===== config.mk =====
export PLATFORM = sky130hd
export DESIGN_NAME = xbus_cycle_ctrl
export DESIGN_NICKNAME = d
export VERILOG_FILES = /design/src/rtl/xbus_pkg.sv /design/src/rtl/xbus_width_sel.sv /design/src/rtl/xbus_wait_ctr.sv /design/src/rtl/xbus_lane_map.sv /design/src/rtl/xbus_cycle_ctrl.sv
export SDC_FILE = /design/constraint.sdc
export NUM_CORES = 1
export LEC_CHECK = 0
export CORE_ASPECT_RATIO = 1.5
export CORE_MARGIN = 1
export CORE_UTILIZATION = 35
export DETAILED_ROUTE_END_ITERATION = 7
export GPL_TIMING_DRIVEN = 0
export REMOVE_ABC_BUFFERS = 1
export SYNTH_ARGS = -nofsm -noshare
export SYNTH_HDL_FRONTEND = slang
export SYNTH_SLANG_ARGS = --single-unit

===== constraint.sdc =====
create_clock -name clk -period 2.37 [get_ports clk]
set_input_delay 0.474 -clock clk [delete_from_list [all_inputs] [get_ports clk]]
set_output_delay 0.474 -clock clk [all_outputs]
set_load 0.01 [all_outputs]

===== src/rtl/xbus_pkg.sv =====
package xbus_pkg;

  typedef enum logic [1:0] {
    PH_IDLE = 2'd0,
    PH_ADDR = 2'd1,
    PH_DATA = 2'd2,
    PH_END  = 2'd3
  } bus_ph_e;

  localparam logic [1:0] WSEL_BAD    = 2'b00;
  localparam logic [1:0] WSEL_NARROW = 2'b01;
  localparam logic [1:0] WSEL_WIDE   = 2'b10;
  localparam logic [1:0] WSEL_PIN    = 2'b11;

endpackage


===== src/rtl/xbus_width_sel.sv =====
module xbus_width_sel
  import xbus_pkg::*;
(
  input  logic [1:0] cfg_width,
  input  logic       width_pin,
  output logic       wide,
  output logic       cfg_err
);

  always_comb begin
    wide    = 1'b0;
    cfg_err = 1'b0;
    unique case (cfg_width)
      WSEL_WIDE:   wide = 1'b1;
      WSEL_PIN:    wide = width_pin;
      WSEL_NARROW: wide = 1'b0;
      default:     cfg_err = 1'b1;
    endcase
  end

endmodule


===== src/rtl/xbus_wait_ctr.sv =====
module xbus_wait_ctr #(
  parameter int WAIT_W = 3
) (
  input  logic              clk,
  input  logic              rst_n,
  input  logic              clr,
  input  logic              step,
  input  logic [WAIT_W-1:0] cap,
  output logic              at_cap
);

  logic [WAIT_W-1:0] cnt_q, cnt_d;
  logic              cnt_en;

  assign at_cap = (cnt_q == cap);
  assign cnt_en = clr | step;

  always_comb begin
    cnt_d = cnt_q;
    if (clr)       cnt_d = '0;
    else if (step) cnt_d = cnt_q + 1'b1;
  end

  always_ff @(posedge clk or negedge rst_n) begin
    if (!rst_n)      cnt_q <= '0;
    else if (cnt_en) cnt_q <= cnt_d;
  end

endmodule


===== src/rtl/xbus_lane_map.sv =====
module xbus_lane_map
  import xbus_pkg::*;
#(
  parameter int AD_W = 16
) (
  input  bus_ph_e         ph,
  input  logic            is_write,
  input  logic            is_word,
  input  logic            wide,
  input  logic            upper_part,
  input  logic            split_wr,
  input  logic            adv_mode,
  input  logic [AD_W-1:0] addr,
  input  logic [AD_W-1:0] wdata,
  output logic            addr_strobe,
  output logic            rd_n,
  output logic            wr_n,
  output logic            bhe_n,
  output logic [AD_W-1:0] ad_out,
  output logic            ad_oe
);

  localparam int LANE_W = AD_W / 2;
  localparam int LANES  = 2;

  logic              odd;
  logic              both_lanes;
  logic [LANE_W-1:0] byte_val;
  logic [AD_W-1:0]   data_drive;

  assign odd        = addr[0];
  assign both_lanes = is_word & wide;
  assign byte_val   = upper_part ? wdata[AD_W-1:LANE_W] : wdata[LANE_W-1:0];

  for (genvar g = 0; g < LANES; g++) begin : g_lane
    assign data_drive[g*LANE_W +: LANE_W] =
      both_lanes ? wdata[g*LANE_W +: LANE_W] : byte_val;
  end

  always_comb begin
    addr_strobe = adv_mode;
    rd_n        = 1'b1;
    wr_n        = 1'b1;
    bhe_n       = 1'b1;
    ad_out      = '0;
    ad_oe       = 1'b0;
    unique case (ph)
      PH_ADDR: begin
        addr_strobe = ~adv_mode;
        ad_out      = addr;
        ad_oe       = 1'b1;
        if (!split_wr) bhe_n = ~(odd | is_word);
      end
      PH_DATA: begin
        addr_strobe = 1'b0;
        if (is_write) begin
          ad_out = data_drive;
          ad_oe  = 1'b1;
          if (split_wr) begin
            wr_n  = odd;
            bhe_n = ~(odd | both_lanes);
          end else begin
            wr_n  = 1'b0;
            bhe_n = ~(odd | is_word);
          end
        end else begin
          rd_n = 1'b0;
          if (!split_wr) bhe_n = ~(odd | is_word);
        end
      end
      default: ;
    endcase
  end

endmodule


===== src/rtl/xbus_cycle_ctrl.sv =====
module xbus_cycle_ctrl
  import xbus_pkg::*;
#(
  parameter int AD_W   = 16,
  parameter int WAIT_W = 3
) (
  input  logic              clk,
  input  logic              rst_n,
  input  logic              req_valid,
  input  logic              req_write,
  input  logic              req_word,
  input  logic [AD_W-1:0]   req_addr,
  input  logic [AD_W-1:0]   req_wdata,
  output logic              busy,
  output logic              done,
  output logic [AD_W-1:0]   rd_data,
  input  logic [1:0]        cfg_width,
  input  logic              cfg_split_wr,
  input  logic              cfg_adv_mode,
  input  logic [WAIT_W-1:0] cfg_max_wait,
  output logic              width_err,
  input  logic              bus_width_pin,
  input  logic              ready_pin,
  output logic              addr_strobe,
  output logic              rd_n,
  output logic              wr_n,
  output logic              bhe_n,
  output logic [AD_W-1:0]   ad_out,
  output logic              ad_oe,
  input  logic [AD_W-1:0]   ad_in
);

  localparam int LANE_W = AD_W / 2;

  // reset: asserted asynchronously, released on a clock edge
  logic [1:0] rst_sync_q;
  logic       rst_int_n;

  always_ff @(posedge clk or negedge rst_n) begin
    if (!rst_n) rst_sync_q <= 2'b00;
    else        rst_sync_q <= {rst_sync_q[0], 1'b1};
  end
  assign rst_int_n = rst_sync_q[1];

  // transfer state
  bus_ph_e         ph_q, ph_d;
  logic [AD_W-1:0] addr_q, addr_d;
  logic [AD_W-1:0] wdata_q, wdata_d;
  logic [AD_W-1:0] rd_q, rd_d;
  logic            write_q, write_d;
  logic            word_q, word_d;
  logic            part_q, part_d;
  logic            wide_q, wide_d;

  logic            wide_now;
  logic            wt_clr, wt_step, wt_at_cap;
  logic            split_pending;
  logic [LANE_W-1:0] lane_byte;
  logic [AD_W-1:0]   rd_capture;

  xbus_width_sel u_width (
    .cfg_width (cfg_width),
    .width_pin (bus_width_pin),
    .wide      (wide_now),
    .cfg_err   (width_err)
  );

  xbus_wait_ctr #(.WAIT_W(WAIT_W)) u_wait (
    .clk    (clk),
    .rst_n  (rst_int_n),
    .clr    (wt_clr),
    .step   (wt_step),
    .cap    (cfg_max_wait),
    .at_cap (wt_at_cap)
  );

  xbus_lane_map #(.AD_W(AD_W)) u_lanes (
    .ph          (ph_q),
    .is_write    (write_q),
    .is_word     (word_q),
    .wide        (wide_q),
    .upper_part  (part_q),
    .split_wr    (cfg_split_wr),
    .adv_mode    (cfg_adv_mode),
    .addr        (addr_q),
    .wdata       (wdata_q),
    .addr_strobe (addr_strobe),
    .rd_n        (rd_n),
    .wr_n        (wr_n),
    .bhe_n       (bhe_n),
    .ad_out      (ad_out),
    .ad_oe       (ad_oe)
  );

  assign split_pending = word_q & ~wide_q;
  assign busy          = (ph_q != PH_IDLE);
  assign done          = (ph_q == PH_END) & ~split_pending;
  assign rd_data       = rd_q;

  // read lane steering
  always_comb begin
    lane_byte = (wide_q & addr_q[0]) ? ad_in[AD_W-1:LANE_W] : ad_in[LANE_W-1:0];
    if (word_q & wide_q) rd_capture = ad_in;
    else if (part_q)     rd_capture = {lane_byte, rd_q[LANE_W-1:0]};
    else                 rd_capture = {{LANE_W{1'b0}}, lane_byte};
  end

  // next state
  always_comb begin
    ph_d    = ph_q;
    addr_d  = addr_q;
    wdata_d = wdata_q;
    rd_d    = rd_q;
    write_d = write_q;
    word_d  = word_q;
    part_d  = part_q;
    wide_d  = wide_q;
    wt_clr  = 1'b0;
    wt_step = 1'b0;
    unique case (ph_q)
      PH_IDLE: begin
        if (req_valid) begin
          ph_d    = PH_ADDR;
          addr_d  = req_word ? {req_addr[AD_W-1:1], 1'b0} : req_addr;
          wdata_d = req_wdata;
          write_d = req_write;
          word_d  = req_word;
          part_d  = 1'b0;
        end
      end
      PH_ADDR: begin
        ph_d   = PH_DATA;
        wide_d = wide_now;
        wt_clr = 1'b1;
      end
      PH_DATA: begin
        if (ready_pin || wt_at_cap) begin
          ph_d = PH_END;
          if (!write_q) rd_d = rd_capture;
        end else begin
          wt_step = 1'b1;
        end
      end
      PH_END: begin
        if (split_pending) begin
          ph_d   = PH_ADDR;
          part_d = 1'b1;
          word_d = 1'b0;
          addr_d = {addr_q[AD_W-1:1], 1'b1};
        end else begin
          ph_d = PH_IDLE;
        end
      end
      default: ph_d = PH_IDLE;
    endcase
  end

  // registers
  always_ff @(posedge clk or negedge rst_int_n) begin
    if (!rst_int_n) begin
      ph_q    <= PH_IDLE;
      addr_q  <= '0;
      wdata_q <= '0;
      rd_q    <= '0;
      write_q <= 1'b0;
      word_q  <= 1'b0;
      part_q  <= 1'b0;
      wide_q  <= 1'b0;
    end else begin
      ph_q    <= ph_d;
      addr_q  <= addr_d;
      wdata_q <= wdata_d;
      rd_q    <= rd_d;
      write_q <= write_d;
      word_q  <= word_d;
      part_q  <= part_d;
      wide_q  <= wide_d;
    end
  end

endmodule


==> results.sh, run 1 <==
export IMPL_hold_path_class="reg -> async"
export IMPL_reg2reg_slack_ps=470
export IMPL_synth_top_area_share_pct=47.37
export IMPL_hpwl_um=5604
export IMPL_ys_ff_latch=59
export IMPL_cp_end_kind="output pin"
export IMPL_first_pass_iters=4
export IMPL_clk_path_buf_depth=2
export IMPL_grt_usage_pct=19.30
export IMPL_yosysSeqAreaShare_pct=47.37
export IMPL_startpoint="ph_q[1]"
export IMPL_drc=0
export IMPL_crit_type="reg -> out"
export IMPL_crit_path_cell_trace="inv_4 -> ha_4 -> buf_6 -> buf_6 -> and2_4 -> buf_6 -> nand2_2 -> o21ai_2 -> buf_2"
export IMPL_rr_endpoint="rd_data[6]"
export IMPL_rows=41
export IMPL_r2r_worst_path_cells=6
export IMPL_leakagePower_nw=2.204
export IMPL_antenna_cells=0
export IMPL_fin_tns_setup_ps=0
export IMPL_cts_clk_slew_worst_paths_ps=50
export IMPL_rsz0062_at_grt="true"
export IMPL_die_h_um=117.6
export IMPL_path_depth=9
export IMPL_fin_nets=501
export IMPL_routed_via_density=4.991
export IMPL_max_stage_delay_ps=440
export IMPL_ir_drop_mv=0.5481
export IMPL_yosysUniqueCellTypes=33
export IMPL_start_util_pct=36.60
export IMPL_worst_pin_slew_ps=903.3
export IMPL_synthCells=306
export IMPL_hold_viol=0
export IMPL_gr_total_overflow=0
export IMPL_synth_area_leader_cell="dfrtp_1"
export IMPL_synth_flop_cell="dfrtp_1"
export IMPL_setup_viol=0
export IMPL_clkSinkCount=59
export IMPL_skew_ps=4.981
export IMPL_routedWlPerCell_um=15.56
export IMPL_ios=102
export IMPL_antenna_found_initial=0
export IMPL_cp_top_family="buffers and inverters"
export IMPL_arrival_ps=1880
export IMPL_status="finished clean"
export IMPL_path_common_cell="buf_6"
export IMPL_cts_tree="yes"
export IMPL_ys_async_sr_fraction_pct=100.0
export IMPL_layout_min_cycle_time_ps=2357
export IMPL_place_congestion=0.7394
export IMPL_die_x_um=79.05
export IMPL_syn_avg_cell_area_um2=10.19
export IMPL_r2r_start="word_q"
export IMPL_num_vias=2720
export IMPL_fill_cells=776
export IMPL_postRouteAntennaNets=0
export IMPL_wirelength_um=8478
export IMPL_syn_cell_area_um2=3117
export IMPL_critPathRequiredTime_ps=1900
export IMPL_yosysMostFrequentCell="dfrtp_1"
export IMPL_crit_path_top_delay_cell="dfrtp_2"
export IMPL_drv_cap=0
export IMPL_grt_max_degree=50
export IMPL_fmax_mhz=424.3
export IMPL_final_util_pct=57.80
export IMPL_cts_root_buf="clkbuf_16"
export IMPL_cp_start_kind="flop"
export IMPL_crit_buf_inv=5
export IMPL_cts_made_buffers=9
export IMPL_drv_slew=0
export IMPL_finalCritPeriodShare_pct=99.45
export IMPL_ys_top_cells_by_area="dfrtp_1 (47%), mux2_2 (13%), o21ai_0 (6.7%)"
export IMPL_grt_pass1_wl_um=13730
export IMPL_fin_area_um2=4922
export IMPL_hold_buffers=0
export IMPL_ys_top_cells_by_count="dfrtp_1 (59), nand2_1 (48), o21ai_0 (42), mux2_2 (35), mux2i_1 (18)"
export IMPL_clk_latency_ps=320
export IMPL_cp_max_fo=8
export IMPL_slew_headroom_pct=39.57
export IMPL_yosysWarningCount=0
export IMPL_cp_endpoint="ad_out[3]"
export IMPL_area_growth_pct=57.93
export IMPL_synth_edf_count=0
export IMPL_multi_input_area_um2=1694
export IMPL_die_area_um2=9294
export IMPL_drive_gt1_share_pct=28.31
export IMPL_grt_pass1_vias=2819
export IMPL_p_per_area_nw_per_um2=1346
export IMPL_postPlaceCellArea_um2=4220
export IMPL_numPortBuffers=101
export IMPL_seqCellArea_um2=1483
export IMPL_core_um2=8516
export IMPL_drt_iter0_markers=115
export IMPL_htree_levels=3
## power by group
part           leakage, nW  switching, mW  internal, mW
Clock                0.165          0.435         0.970
Combinational         1.31           1.52          1.89
Sequential           0.729          0.346          1.46
Total                 2.20           2.30          4.32
## cells in the final DEF, fill, tap and decap left out, types with 2 or more instances in the layout
cell,n
mux2i_1,18
buf_6,4
clkbuf_16,9
o22a_1,2
dfrtp_1,54
nand2_2,2
clkbuf_8,2
ha_1,2
and2_4,3
o21ai_1,7
mux2_2,35
nor2b_4,2
clkdlybuf4s15_2,2
nand3_1,9
o21ai_0,28
nand2_1,46
clkdlybuf4s50_1,81
nand2b_1,16
buf_2,11
buf_12,6
inv_1,6
dfrtp_2,5
o21ai_2,7
nand3_4,2
a22o_1,8
a21oi_1,6
ha_4,4
clkdlybuf4s15_1,2
nor2_1,7
dlygate4sd2_1,4
buf_4,17
bufinv_16,2
nor2b_1,2
clkinv_2,3
xnor2_1,5
inv_4,2
## registers in the layout, summed over array words and instances, names as in the netlist
register and cells:
wide_q 1, addr_q 16, write_q 1, wdata_q 16, part_q 1, rst_sync_q 2
u_wait.cnt_q 3, ph_q 2, rd_data 16, word_q 1
## metrics by stage
stage	setup WS (ps)	cells	hold WS (ps)	power, mW
3_3_place_gp	-1100	499	335.9	4.415
6_report	13.14	545	312.9	6.627
5_1_grt	-30.30	545	302.6	7.089
4_1_cts	-115.7	539	306.8	6.473
2_1_floorplan	10.88	291	178.4	3.334
3_5_place_dp	-1128	500	337.9	4.478
## repair_timing
action	CTS	global route
setup buffers	20	6
pin swaps	6	1
endpoints found under the setup margin	29	18
gates resized for setup	99	16
cloned	3	0
## area by class of cell
type | instances | area share, %
inverters | 8 | 0.7117
flip-flops and latches | 59 | 30.12
multi-input cells | 227 | 34.42
repair buffers | 128 | 25.37
clock inverters | 5 | 1.525
well taps | 107 | 2.720
clock buffers | 11 | 5.135
## kinds of logic (layout without fill, tap and decap cells)
group	Yosys count	in the layout	synth area share (%)
xor gates and xnor gates	5	5	1.405
other	1	1	0.1203
AOI/OAI and AO/OA	66	66	12.69
and+or+nand+nor	93	96	14.53
buffers and inverters	23	152	3.051
muxes	53	53	18.43
DFF	59	59	47.37
adders and majority gates	6	6	2.409
## how the worst min path moves through the flow
stage | startpoint | slack [ps] | endpoint
floorplan | rst_n | 180 | rst_sync_q[0]
global placement | rst_sync_q[0] | 340 | rst_sync_q[1]
detailed placement | rst_sync_q[1] | 340 | addr_q[9]
CTS | rst_n | 310 | rst_sync_q[0]
global route | rst_n | 300 | rst_sync_q[0]
finish | rst_sync_q[1] | 310 | ph_q[1]
## routing by layer
metal	up-vias	wire length, µm	global-route usage (%)
met5	-	0	0
met4	0	260	9.205
met3	23	447	3.953
met2	95	4200	31.95
met1	1278	3569	23.48
li1	1324	-	-
(Power assumes the default switching activity.)
==> run 2: changes to the inputs <==
TNS_END_PERCENT = 30   (was not set)
==> results.sh, run 2 (same netlist as run 1, synthesis figures left out) <==
export IMPL_routed_via_density=4.994
export IMPL_skew_ps=5.573
export IMPL_place_congestion=0.7394
export IMPL_clk_path_buf_depth=2
export IMPL_crit_type="reg -> out"
export IMPL_dp_slack_ps=-1128
export IMPL_die_area_um2=9294
export IMPL_hold_buffers=0
export IMPL_gr_total_overflow=0
export IMPL_worst_pin_slew_ps=914.1
export IMPL_final_cell_mix="clkdlybuf4s50_1 (82), dfrtp_1 (53), nand2_1 (47)"
export IMPL_grt_usage_pct=19.15
export IMPL_fin_nets=496
export IMPL_ios=102
export IMPL_die_x_um=79.05
export IMPL_wirelength_um=8378
export IMPL_grt_pass1_wl_um=13620
export IMPL_rr_endpoint="wdata_q[14]"
export IMPL_r2r_worst_path_cells=4
export IMPL_cts_made_buffers=9
export IMPL_fin_cells=540
export IMPL_drv_slew=0
export IMPL_core_um2=8516
export IMPL_hpwl_um=5604
export IMPL_clk_latency_ps=320
export IMPL_clkSinkCount=59
export IMPL_cp_start_kind="flop"
export IMPL_start_util_pct=36.60
export IMPL_p_per_area_nw_per_um2=1326
export IMPL_postPlaceCellArea_um2=4220
export IMPL_slew_headroom_pct=38.84
export IMPL_routedWlPerCell_um=15.51
export IMPL_top_layer_used="met4"
export IMPL_leakagePower_nw=2.134
export IMPL_area_growth_pct=54.40
export IMPL_layout_commonest_cell="clkdlybuf4s50_1"
export IMPL_num_vias=2697
export IMPL_whs_ps=312.7
export IMPL_cts_tree="yes"
export IMPL_grt_max_degree=50
export IMPL_r2r_start="ph_q[1]"
export IMPL_antenna_cells=0
export IMPL_arrival_ps=2010
export IMPL_setup_ws_ps=-110.7
export IMPL_hold_path_class="reg -> async"
export IMPL_met2_length_um=4099
export IMPL_ir_drop_mv=0.6073
export IMPL_drv_cap=0
export IMPL_wl_met1_um=3535
export IMPL_wl_met3_um=470
export IMPL_finalPower_mw=6.382
export IMPL_rows=41
export IMPL_cp_max_fo=5
export IMPL_drive_gt1_share_pct=25.40
export IMPL_fin_area_um2=4812
export IMPL_drt_iter0_markers=133
export IMPL_setup_viol=2
export IMPL_fmax_mhz=403.1
export IMPL_rsz0062_at_grt="true"
export IMPL_first_pass_iters=4
export IMPL_cts_clk_slew_worst_paths_ps=50
export IMPL_htree_levels=3
export IMPL_drc=0
export IMPL_finalCritPeriodShare_pct=104.7
export IMPL_die_h_um=117.6
export IMPL_fin_tns_setup_ps=-123.6
export IMPL_postRouteAntennaNets=0
export IMPL_antenna_found_initial=0
export IMPL_numPortBuffers=101
export IMPL_status="finished, violations left"
export IMPL_reg2reg_slack_ps=440
export IMPL_hold_viol=0
export IMPL_final_util_pct=56.51
export IMPL_cp_end_kind="output pin"
export IMPL_layout_min_cycle_time_ps=2481
export IMPL_grt_pass1_vias=2802
export IMPL_cts_root_buf="clkbuf_16"
export IMPL_critPathRequiredTime_ps=1900
export IMPL_violations="negative setup slack"
export IMPL_dpl_cell_count=500
## run 2: cell types whose count changed in the layout (fill, tap and decap cells not counted), sizes merged
| cell | previous run | this run |
|---|---|---|
| clkdlybuf4s15 | 4 | 3 |
| buf | 38 | 30 |
| clkdlybuf4s50 | 81 | 82 |
| clkbuf | 11 | 14 |
## run 2: cell type report
cell class	count	area, µm²
Clock inverter	5	75.07
Sequential cell	59	1484
Inverter	8	32.53
Clock buffer	11	252.7
Tap cell	107	133.9
Timing Repair Buffer	123	1169
Multi-Input combinational cell	227	1665
Fill cell	790	3704
## run 2: repair_timing
| action | CTS | global route |
|---|---|---|
| setup buffers | 17 | 4 |
| setup endpoints to repair | 29 | 8 |
| gates resized for setup | 81 | 14 |
| pin swaps | 4 | 1 |
| gates cloned | 3 | 0 |
## run 2: metal layers
layer	vias to the layer above	GRT usage (%)
met5	-	0
met4	0	9.205
met3	23	4.806
met2	102	30.93
met1	1260	23.42
li1	1312	-
## run 2: report_power, final
group | switching [mW] | internal (mW) | total [mW]
clock network | 0.440 | 0.970 | 1.41
logic | 1.44 | 1.72 | 3.17
registers | 0.344 | 1.46 | 1.81
total | 2.23 | 4.15 | 6.38
## run 2: worst max-delay path by stage
| stage | startpoint | to | slack [ps] |
|---|---|---|---|
| global placement | wide_q | ad_out[1] | -1100 |
| global route | ph_q[1] | ad_oe | -180 |
| detailed placement | wide_q | ad_out[1] | -1130 |
| floorplan | wide_q | ad_out[0] | 10 |
| CTS | ph_q[1] | ad_oe | -180 |
| finish | ph_q[1] | ad_oe | -110 |
## run 2: critical path, stage by stage (launching register included)
cell and delay [ps]:
dfrtp_2 460, inv_4 70, ha_4 320, nand3_4 100, buf_4 150, nand2_1 50
clkdlybuf4s50_1 520
